[src/rtl/irq_cpuif_pkg.sv]
package irq_cpuif_pkg;
  localparam logic [7:0] OFS_CTRL  = 8'h00;
  localparam logic [7:0] OFS_MASK  = 8'h04;
  localparam logic [7:0] OFS_BPT   = 8'h08;
  localparam logic [7:0] OFS_ACK   = 8'h0C;
  localparam logic [7:0] OFS_EOI   = 8'h10;
  localparam logic [7:0] OFS_RUN   = 8'h14;
  localparam logic [7:0] OFS_HIGH  = 8'h18;

  typedef struct packed {
    logic ctrlWr;
    logic maskWr;
    logic bptWr;
    logic ackPush;
    logic eoiPop;
  } strobeT;
endpackage

[src/rtl/irq_cpuif_ctrl.sv]
module irq_cpuif_ctrl
  import irq_cpuif_pkg::*;
#(
  parameter int ID_W   = 10,
  parameter int SRC_W  = 3,
  parameter int PRIO_W = 8,
  localparam int TAG_W = ID_W + SRC_W
) (
  input  logic              busWrEn,
  input  logic              busRdEn,
  input  logic [7:0]        busAddr,
  input  logic [31:0]       busWrData,
  input  logic              candValid,
  input  logic [PRIO_W-1:0] candPrio,
  input  logic              enable,
  input  logic [PRIO_W-1:0] maskVal,
  input  logic [PRIO_W-1:0] runPrio,
  input  logic              stackFull,
  input  logic              stackEmpty,
  input  logic [TAG_W-1:0]  topTag,
  output logic              eligible,
  output strobeT            strb
);
  logic eoiMatch;

  // Preemption needs the candidate strictly below both the mask and the running priority
  assign eligible = enable && candValid && !stackFull &&
                    (candPrio < maskVal) && (candPrio < runPrio);

  assign eoiMatch = !stackEmpty && (busWrData[TAG_W-1:0] == topTag);

  always_comb begin
    strb         = '0;
    strb.ctrlWr  = busWrEn && (busAddr == OFS_CTRL);
    strb.maskWr  = busWrEn && (busAddr == OFS_MASK);
    strb.bptWr   = busWrEn && (busAddr == OFS_BPT);
    strb.ackPush = busRdEn && (busAddr == OFS_ACK) && eligible;
    strb.eoiPop  = busWrEn && (busAddr == OFS_EOI) && eoiMatch;
  end
endmodule

[src/rtl/irq_cpuif_dp.sv]
module irq_cpuif_dp
  import irq_cpuif_pkg::*;
#(
  parameter int ID_W   = 10,
  parameter int SRC_W  = 3,
  parameter int PRIO_W = 8,
  parameter int DEPTH  = 4,
  parameter int BPT_W  = 3,
  localparam int TAG_W = ID_W + SRC_W,
  localparam int CNT_W = $clog2(DEPTH + 1),
  localparam int IDX_W = $clog2(DEPTH)
) (
  input  logic              clk,
  input  logic              rstN,
  input  strobeT            strb,
  input  logic              eligible,
  input  logic [7:0]        busAddr,
  input  logic [31:0]       busWrData,
  input  logic              candValid,
  input  logic [ID_W-1:0]   candId,
  input  logic [SRC_W-1:0]  candSrc,
  input  logic [PRIO_W-1:0] candPrio,
  output logic [31:0]       busRdData,
  output logic              enable,
  output logic [PRIO_W-1:0] maskVal,
  output logic [PRIO_W-1:0] runPrio,
  output logic              stackFull,
  output logic              stackEmpty,
  output logic [TAG_W-1:0]  topTag,
  output logic              ackStrobe,
  output logic [ID_W-1:0]   ackId,
  output logic              eoiStrobe,
  output logic [ID_W-1:0]   eoiId,
  output logic              irqOut
);
  localparam logic [TAG_W-1:0] SPURIOUS = TAG_W'({ID_W{1'b1}});

  logic [BPT_W-1:0]  bptVal;
  logic [CNT_W-1:0]  depthQ;
  logic [PRIO_W-1:0] prioStk [DEPTH];
  logic [TAG_W-1:0]  tagStk  [DEPTH];
  logic [IDX_W-1:0]  topIdx, pushIdx;
  logic [TAG_W-1:0]  candTag;

  assign candTag    = {candSrc, candId};
  assign stackEmpty = (depthQ == '0);
  assign stackFull  = (depthQ == CNT_W'(DEPTH));
  assign topIdx     = IDX_W'(depthQ - 1'b1);
  assign pushIdx    = IDX_W'(depthQ);
  assign runPrio    = stackEmpty ? {PRIO_W{1'b1}} : prioStk[topIdx];
  assign topTag     = stackEmpty ? SPURIOUS : tagStk[topIdx];

  always_ff @(posedge clk or negedge rstN) begin
    if (!rstN) begin
      enable  <= 1'b0;
      maskVal <= '0;
      bptVal  <= '0;
    end else begin
      if (strb.ctrlWr) enable  <= busWrData[0];
      if (strb.maskWr) maskVal <= busWrData[PRIO_W-1:0];
      if (strb.bptWr)  bptVal  <= busWrData[BPT_W-1:0];
    end
  end

  always_ff @(posedge clk or negedge rstN) begin
    if (!rstN) depthQ <= '0;
    else if (strb.ackPush) depthQ <= depthQ + 1'b1;
    else if (strb.eoiPop)  depthQ <= depthQ - 1'b1;
  end

  always_ff @(posedge clk) begin
    if (strb.ackPush) begin
      prioStk[pushIdx] <= candPrio;
      tagStk[pushIdx]  <= candTag;
    end
  end

  always_ff @(posedge clk or negedge rstN) begin
    if (!rstN) begin
      ackStrobe <= 1'b0;
      ackId     <= '0;
      eoiStrobe <= 1'b0;
      eoiId     <= '0;
      irqOut    <= 1'b0;
    end else begin
      ackStrobe <= strb.ackPush;
      eoiStrobe <= strb.eoiPop;
      irqOut    <= eligible;
      if (strb.ackPush) ackId <= candId;
      if (strb.eoiPop)  eoiId <= topTag[ID_W-1:0];
    end
  end

  always_comb begin
    case (busAddr)
      OFS_CTRL: busRdData = {31'b0, enable};
      OFS_MASK: busRdData = 32'(maskVal);
      OFS_BPT:  busRdData = 32'(bptVal);
      OFS_ACK:  busRdData = 32'(eligible ? candTag : SPURIOUS);
      OFS_RUN:  busRdData = 32'(runPrio);
      OFS_HIGH: busRdData = 32'(candValid ? candTag : SPURIOUS);
      default:  busRdData = '0;
    endcase
  end

  // the active stack never holds more than DEPTH entries
  assert_depth_bound_R12: assert property (@(posedge clk) disable iff (!rstN)
    depthQ <= CNT_W'(DEPTH));

  // every acknowledge makes the running priority strictly more urgent
  assert_push_raises_R7: assert property (@(posedge clk) disable iff (!rstN)
    strb.ackPush |=> (runPrio < $past(runPrio)));

  // a retire pulse only follows a non-empty stack
  assert_pop_nonempty_R8: assert property (@(posedge clk) disable iff (!rstN)
    eoiStrobe |-> ($past(depthQ) != '0));

  // an acknowledged candidate was below the mask
  assert_ack_masked_R3: assert property (@(posedge clk) disable iff (!rstN)
    ackStrobe |-> ($past(candPrio) < $past(maskVal)));

  // the request only rises while signalling is enabled
  assert_irq_enabled_R2: assert property (@(posedge clk) disable iff (!rstN)
    irqOut |-> $past(enable));
endmodule

[src/rtl/irq_cpuif.sv]
module irq_cpuif
  import irq_cpuif_pkg::*;
#(
  parameter int ID_W   = 10,
  parameter int SRC_W  = 3,
  parameter int PRIO_W = 8,
  parameter int DEPTH  = 4
) (
  input  logic              clk,
  input  logic              rstN,
  input  logic              busWrEn,
  input  logic              busRdEn,
  input  logic [7:0]        busAddr,
  input  logic [31:0]       busWrData,
  output logic [31:0]       busRdData,
  input  logic              candValid,
  input  logic [ID_W-1:0]   candId,
  input  logic [SRC_W-1:0]  candSrc,
  input  logic [PRIO_W-1:0] candPrio,
  output logic              ackStrobe,
  output logic [ID_W-1:0]   ackId,
  output logic              eoiStrobe,
  output logic [ID_W-1:0]   eoiId,
  output logic              irqOut
);
  localparam int TAG_W = ID_W + SRC_W;

  strobeT            strb;
  logic              eligible, enable, stackFull, stackEmpty;
  logic [PRIO_W-1:0] maskVal, runPrio;
  logic [TAG_W-1:0]  topTag;

  irq_cpuif_ctrl #(.ID_W(ID_W), .SRC_W(SRC_W), .PRIO_W(PRIO_W)) u_ctrl (
    .busWrEn(busWrEn), .busRdEn(busRdEn), .busAddr(busAddr), .busWrData(busWrData),
    .candValid(candValid), .candPrio(candPrio), .enable(enable), .maskVal(maskVal),
    .runPrio(runPrio), .stackFull(stackFull), .stackEmpty(stackEmpty), .topTag(topTag),
    .eligible(eligible), .strb(strb)
  );

  irq_cpuif_dp #(.ID_W(ID_W), .SRC_W(SRC_W), .PRIO_W(PRIO_W), .DEPTH(DEPTH)) u_dp (
    .clk(clk), .rstN(rstN), .strb(strb), .eligible(eligible), .busAddr(busAddr),
    .busWrData(busWrData), .candValid(candValid), .candId(candId), .candSrc(candSrc),
    .candPrio(candPrio), .busRdData(busRdData), .enable(enable), .maskVal(maskVal),
    .runPrio(runPrio), .stackFull(stackFull), .stackEmpty(stackEmpty), .topTag(topTag),
    .ackStrobe(ackStrobe), .ackId(ackId), .eoiStrobe(eoiStrobe), .eoiId(eoiId),
    .irqOut(irqOut)
  );
endmodule

[config.mk]
export PLATFORM = sky130hd
export DESIGN_NAME = irq_cpuif
export DESIGN_NICKNAME = d
export VERILOG_FILES = /design/src/rtl/irq_cpuif_pkg.sv /design/src/rtl/irq_cpuif_ctrl.sv /design/src/rtl/irq_cpuif_dp.sv /design/src/rtl/irq_cpuif.sv
export SDC_FILE = /design/constraint.sdc
export NUM_CORES = 1
export LEC_CHECK = 0
export ABC_AREA = 1
export BUFFER_PORTS_ARGS = -buffer_cell sky130_fd_sc_hd__buf_2
export CAP_MARGIN = 25
export CORE_MARGIN = 2
export CORE_UTILIZATION = 50
export DETAILED_ROUTE_END_ITERATION = 7
export PLACE_DENSITY = 0.76
export SKIP_CTS_REPAIR_TIMING = 1
export SYNTH_ARGS = -nofsm -noshare
export SYNTH_HDL_FRONTEND = slang
export SYNTH_HIERARCHICAL = 1
export SYNTH_SLANG_ARGS = --single-unit
[constraint.sdc]
create_clock -name clk -period 3.7 [get_ports clk]
set_clock_uncertainty 0.15 [all_clocks]
set_input_delay 0.185 -clock clk [delete_from_list [all_inputs] [get_ports clk]]
set_output_delay 0.185 -clock clk [all_outputs]
set_load 0.03 [all_outputs]
==> impl_results.md <==
* Io pins at 121
* CP Data Arrival Time at 3.24 ns
* Detailed Routing Iterations Pass 1 at 5
* R2r setup slk at 0.18 ns
* Hold Path Depth at 4
* Layout overhead on the synthesized area at 24.9%
* CP required at approximately 3.4 ns
* Worst-margin pin slew at between 0.9 and 1 ns
* Gr usage total at 24.8%
* Flops & latches, synth at 122
* Crit Path Max Fanout at 8
* Period utilization at between 90% and 100%
* Cell family with the largest share of critical-path delay: buffers and inverters
* Setup TNS at 0 ns
* DP Area at 6670 sq um
* Die Height at 115 um
* Port Buffers at 82
* Worst min path class: primary input to flip-flop
* Register-to-Register Path Depth at 18
* Top cells by count, synth: nand2_1, inv_1, edfxtp_1
* Worst setup path class: flip-flop to output port
* Power, Total at about 0.0034 W
* Reg2reg end: u_dp/prioStk[0][6]
* Nets@finish at 876
* Final core utilization at between 60% and 70%
* Maximum clock insertion buffer count at 2
* Post-DR vias/cell at 5.40
* Synth area leaders: edfxtp_1, dfrtp_1, nand2_1, inv_1, ha_1
* CP max stage cell: dfrtp_1
* Crit-path cells: inv_2, ha_4, buf_4, nand2_1, a21oi_1, o21ai_1, inv_1, ha_1, nand2_1, nand2_1, nand2_1, nand3_1, nor2_1, nand3_1, inv_2, buf_4, a21oi_1, nor2_1, nand2_1, buf_2
* Pwr Density at roughly 450 nW/um^2
* Setup ws final at about 0.12 ns
* Final setup viols at 0
* Clock-pin slew on the worst setup and hold paths at ~0.06 ns
* Max-cap viol count at 0
* Leakage at 3.57 nW
* Post-synth top area cell: edfxtp_1
* Iteration-0 DRC Markers at about 480
* Final Critical Period at 3.58 ns
* CP Capture Type: output port
* DR WL/cell at roughly 17 um
* Die W at 115 um
* Hold path start: busAddr[2]
* Clk_lat worst skew at 0.42 ns
* Max Fclk at 0.279 GHz
* N_diodes at 0
* Layout cells sized above 1 at 19.5%
* Routed WL at 16.1 mm
* Number of buffers created by CTS at 17
* Largest net degree at the start of global routing at 40
* Antenna-violating nets left at 0
* CTS sink count at 122
* H-tree depth at 4
* Vias in the first global route at 4929
* Min-Delay Endpoint: u_dp/enable
* Number of synthesized flops with an enable pin at 84
* Fill cells at between 900 and 1000
* Peak VDD IR at 281 uV
* Gp weighted congestion at 0.946
* Fin. max-slew vios at 0
* Initial antenna violation count at 0
* Die Footprint at around 13000 sq um
* Final count of hold timing violations at 0
* Dpl hpwl at 10.9 mm
* Netlist cell types at 31
* Synth top area share at 41.2%
* FF-to-FF Start: u_dp/depthQ[1]
* Root Buffer: clkbuf_16
* Outcome: finished clean
* Ys async rst share at 31.1%
* Initial Utilization at 51.2%
* Total congestion overflow at 0
* Detailed-route DRC error count at 0
* First-pass GRT wire length at approximately 24 mm
* Slew margin rel. at between 30% and 40%
* Core area at approximately 12000 sq um
* Row cnt at 40
* CP max stage delay at 0.42 ns
* Vias at 5134
* Mean post-synth cell area at 9.27 sq um
* Worst slack, placed at between 0.15 and 0.2 ns
* CP bufs+invs at 6
* TritonCTS clock tree: done
* Final Cell Area at 7650 sq um
* Main flop type after synthesis: edfxtp_1
* Crit path top cell by count: nand2_1
* Most common cell in the netlist: nand2_1
* Yosys Warn Count at 6
* Mapped cell area at 6130 sq um
* Sequential area share after synthesis at 56.7%
* Crit start category: flip-flop
* Cells after Synth at 661
==> area by class of cell <==
cell class	instances	area, sq um	area share (%)
timing repair buffer	132	867	11.3
clock inverter	14	158	2.06
inverter	89	348	4.55
sequential	122	3470	45.4
clock buffer	18	450	5.89
tap	147	184	2.40
multi-input combinational	429	2170	28.4
==> worst register-to-register path: stages, from the launching register on <==
cell and delay (ns):
dfrtp_1 0.42, inv_2 0.13, ha_4 0.23, buf_4 0.17
nand2_1 0.07, a21oi_1 0.04, o21ai_1 0.22, inv_1 0.08
ha_1 0.29, nand2_1 0.06, nand2_1 0.05, nand2_1 0.05
nand3_1 0.07, nor2_1 0.09, nand3_1 0.12, nor2_1 0.21
buf_4 0.20, nand2_1 0.09, clkinvlp_4 0.43
==> report_power, final <==
group	switching, W	internal [W]
registers	0.00000762	0.00148
logic	0.000184	0.0000982
clock network	0.000632	0.00104
==> placed cells by master (no fill, tap or decap), drive strengths merged <==
cell	n
bufinv	2
nor3	5
a21boi	1
clkinv	8
dlygate4sd3	30
mux2	4
o211ai	23
nand4	1
nand3b	2
nand2	169
o22ai	3
nand3	36
edfxtp	84
o21ai	46
a21oi	22
inv	90
clkbuf	19
conb	19
clkinvlp	3
ha	19
dfrtp	38
xor2	9
buf	101
nor2	57
or2	13
==> cells by family after synthesis <==
group / after synthesis / share of synthesized area, %
AND/OR/NAND/NOR: 283 / 19.2
buffers and inverters: 128 / 9.29
flip-flops: 122 / 56.7
AO/OA/AOI/OAI: 95 / 8.80
adder cells (fa/ha/maj): 19 / 3.88
XOR/XNOR: 9 / 1.29
multiplexers: 4 / 0.735
other: 1 / 0.0612
==> state kept, by name, indices dropped and copies added (netlist names), 3 cells and up <==
register / cells
u_dp/depthQ: 3
u_dp/ackId: 10
u_dp/eoiId: 10
u_dp/tagStk: 52
u_dp/bptVal: 3
u_dp/prioStk: 32
u_dp/maskVal: 8
==> per-stage QoR <==
stage / hold WS, ns / instances
6_report: 0.00983 / 951
5_1_grt: 0.0459 / 951
4_1_cts: -0.225 / 915
3_5_place_dp: 0.220 / 883
3_3_place_gp: 0.178 / 883
2_1_floorplan: -0.261 / 679
==> layer usage <==
| metal | track usage [%] | share of wire, % | vias to the layer above |
|---|---|---|---|
| met5 | 0 | 0 | - |
| met4 | 11.9 | 2.5 | 0 |
| li1 | - | - | 2398 |
| met2 | 39.8 | 48 | 271 |
| met1 | 32.7 | 41 | 2426 |
| met3 | 4.34 | 8.7 | 39 |
==> worst max path at each step <==
stage,start,cells past startpoint,end,slack (ns)
3_5_place_dp,u_dp/depthQ[1],18,u_dp/prioStk[2][2],0.18
2_1_floorplan,u_dp/depthQ[0],20,u_dp/prioStk[1][0],0.13
5_1_grt,u_dp/depthQ[1],20,busRdData[10],-0.04
4_1_cts,u_dp/depthQ[1],20,busRdData[12],-0.20
3_3_place_gp,u_dp/depthQ[1],18,u_dp/prioStk[2][1],0.28
6_report,u_dp/depthQ[1],20,busRdData[7],0.12
(Power assumes the default switching activity.)
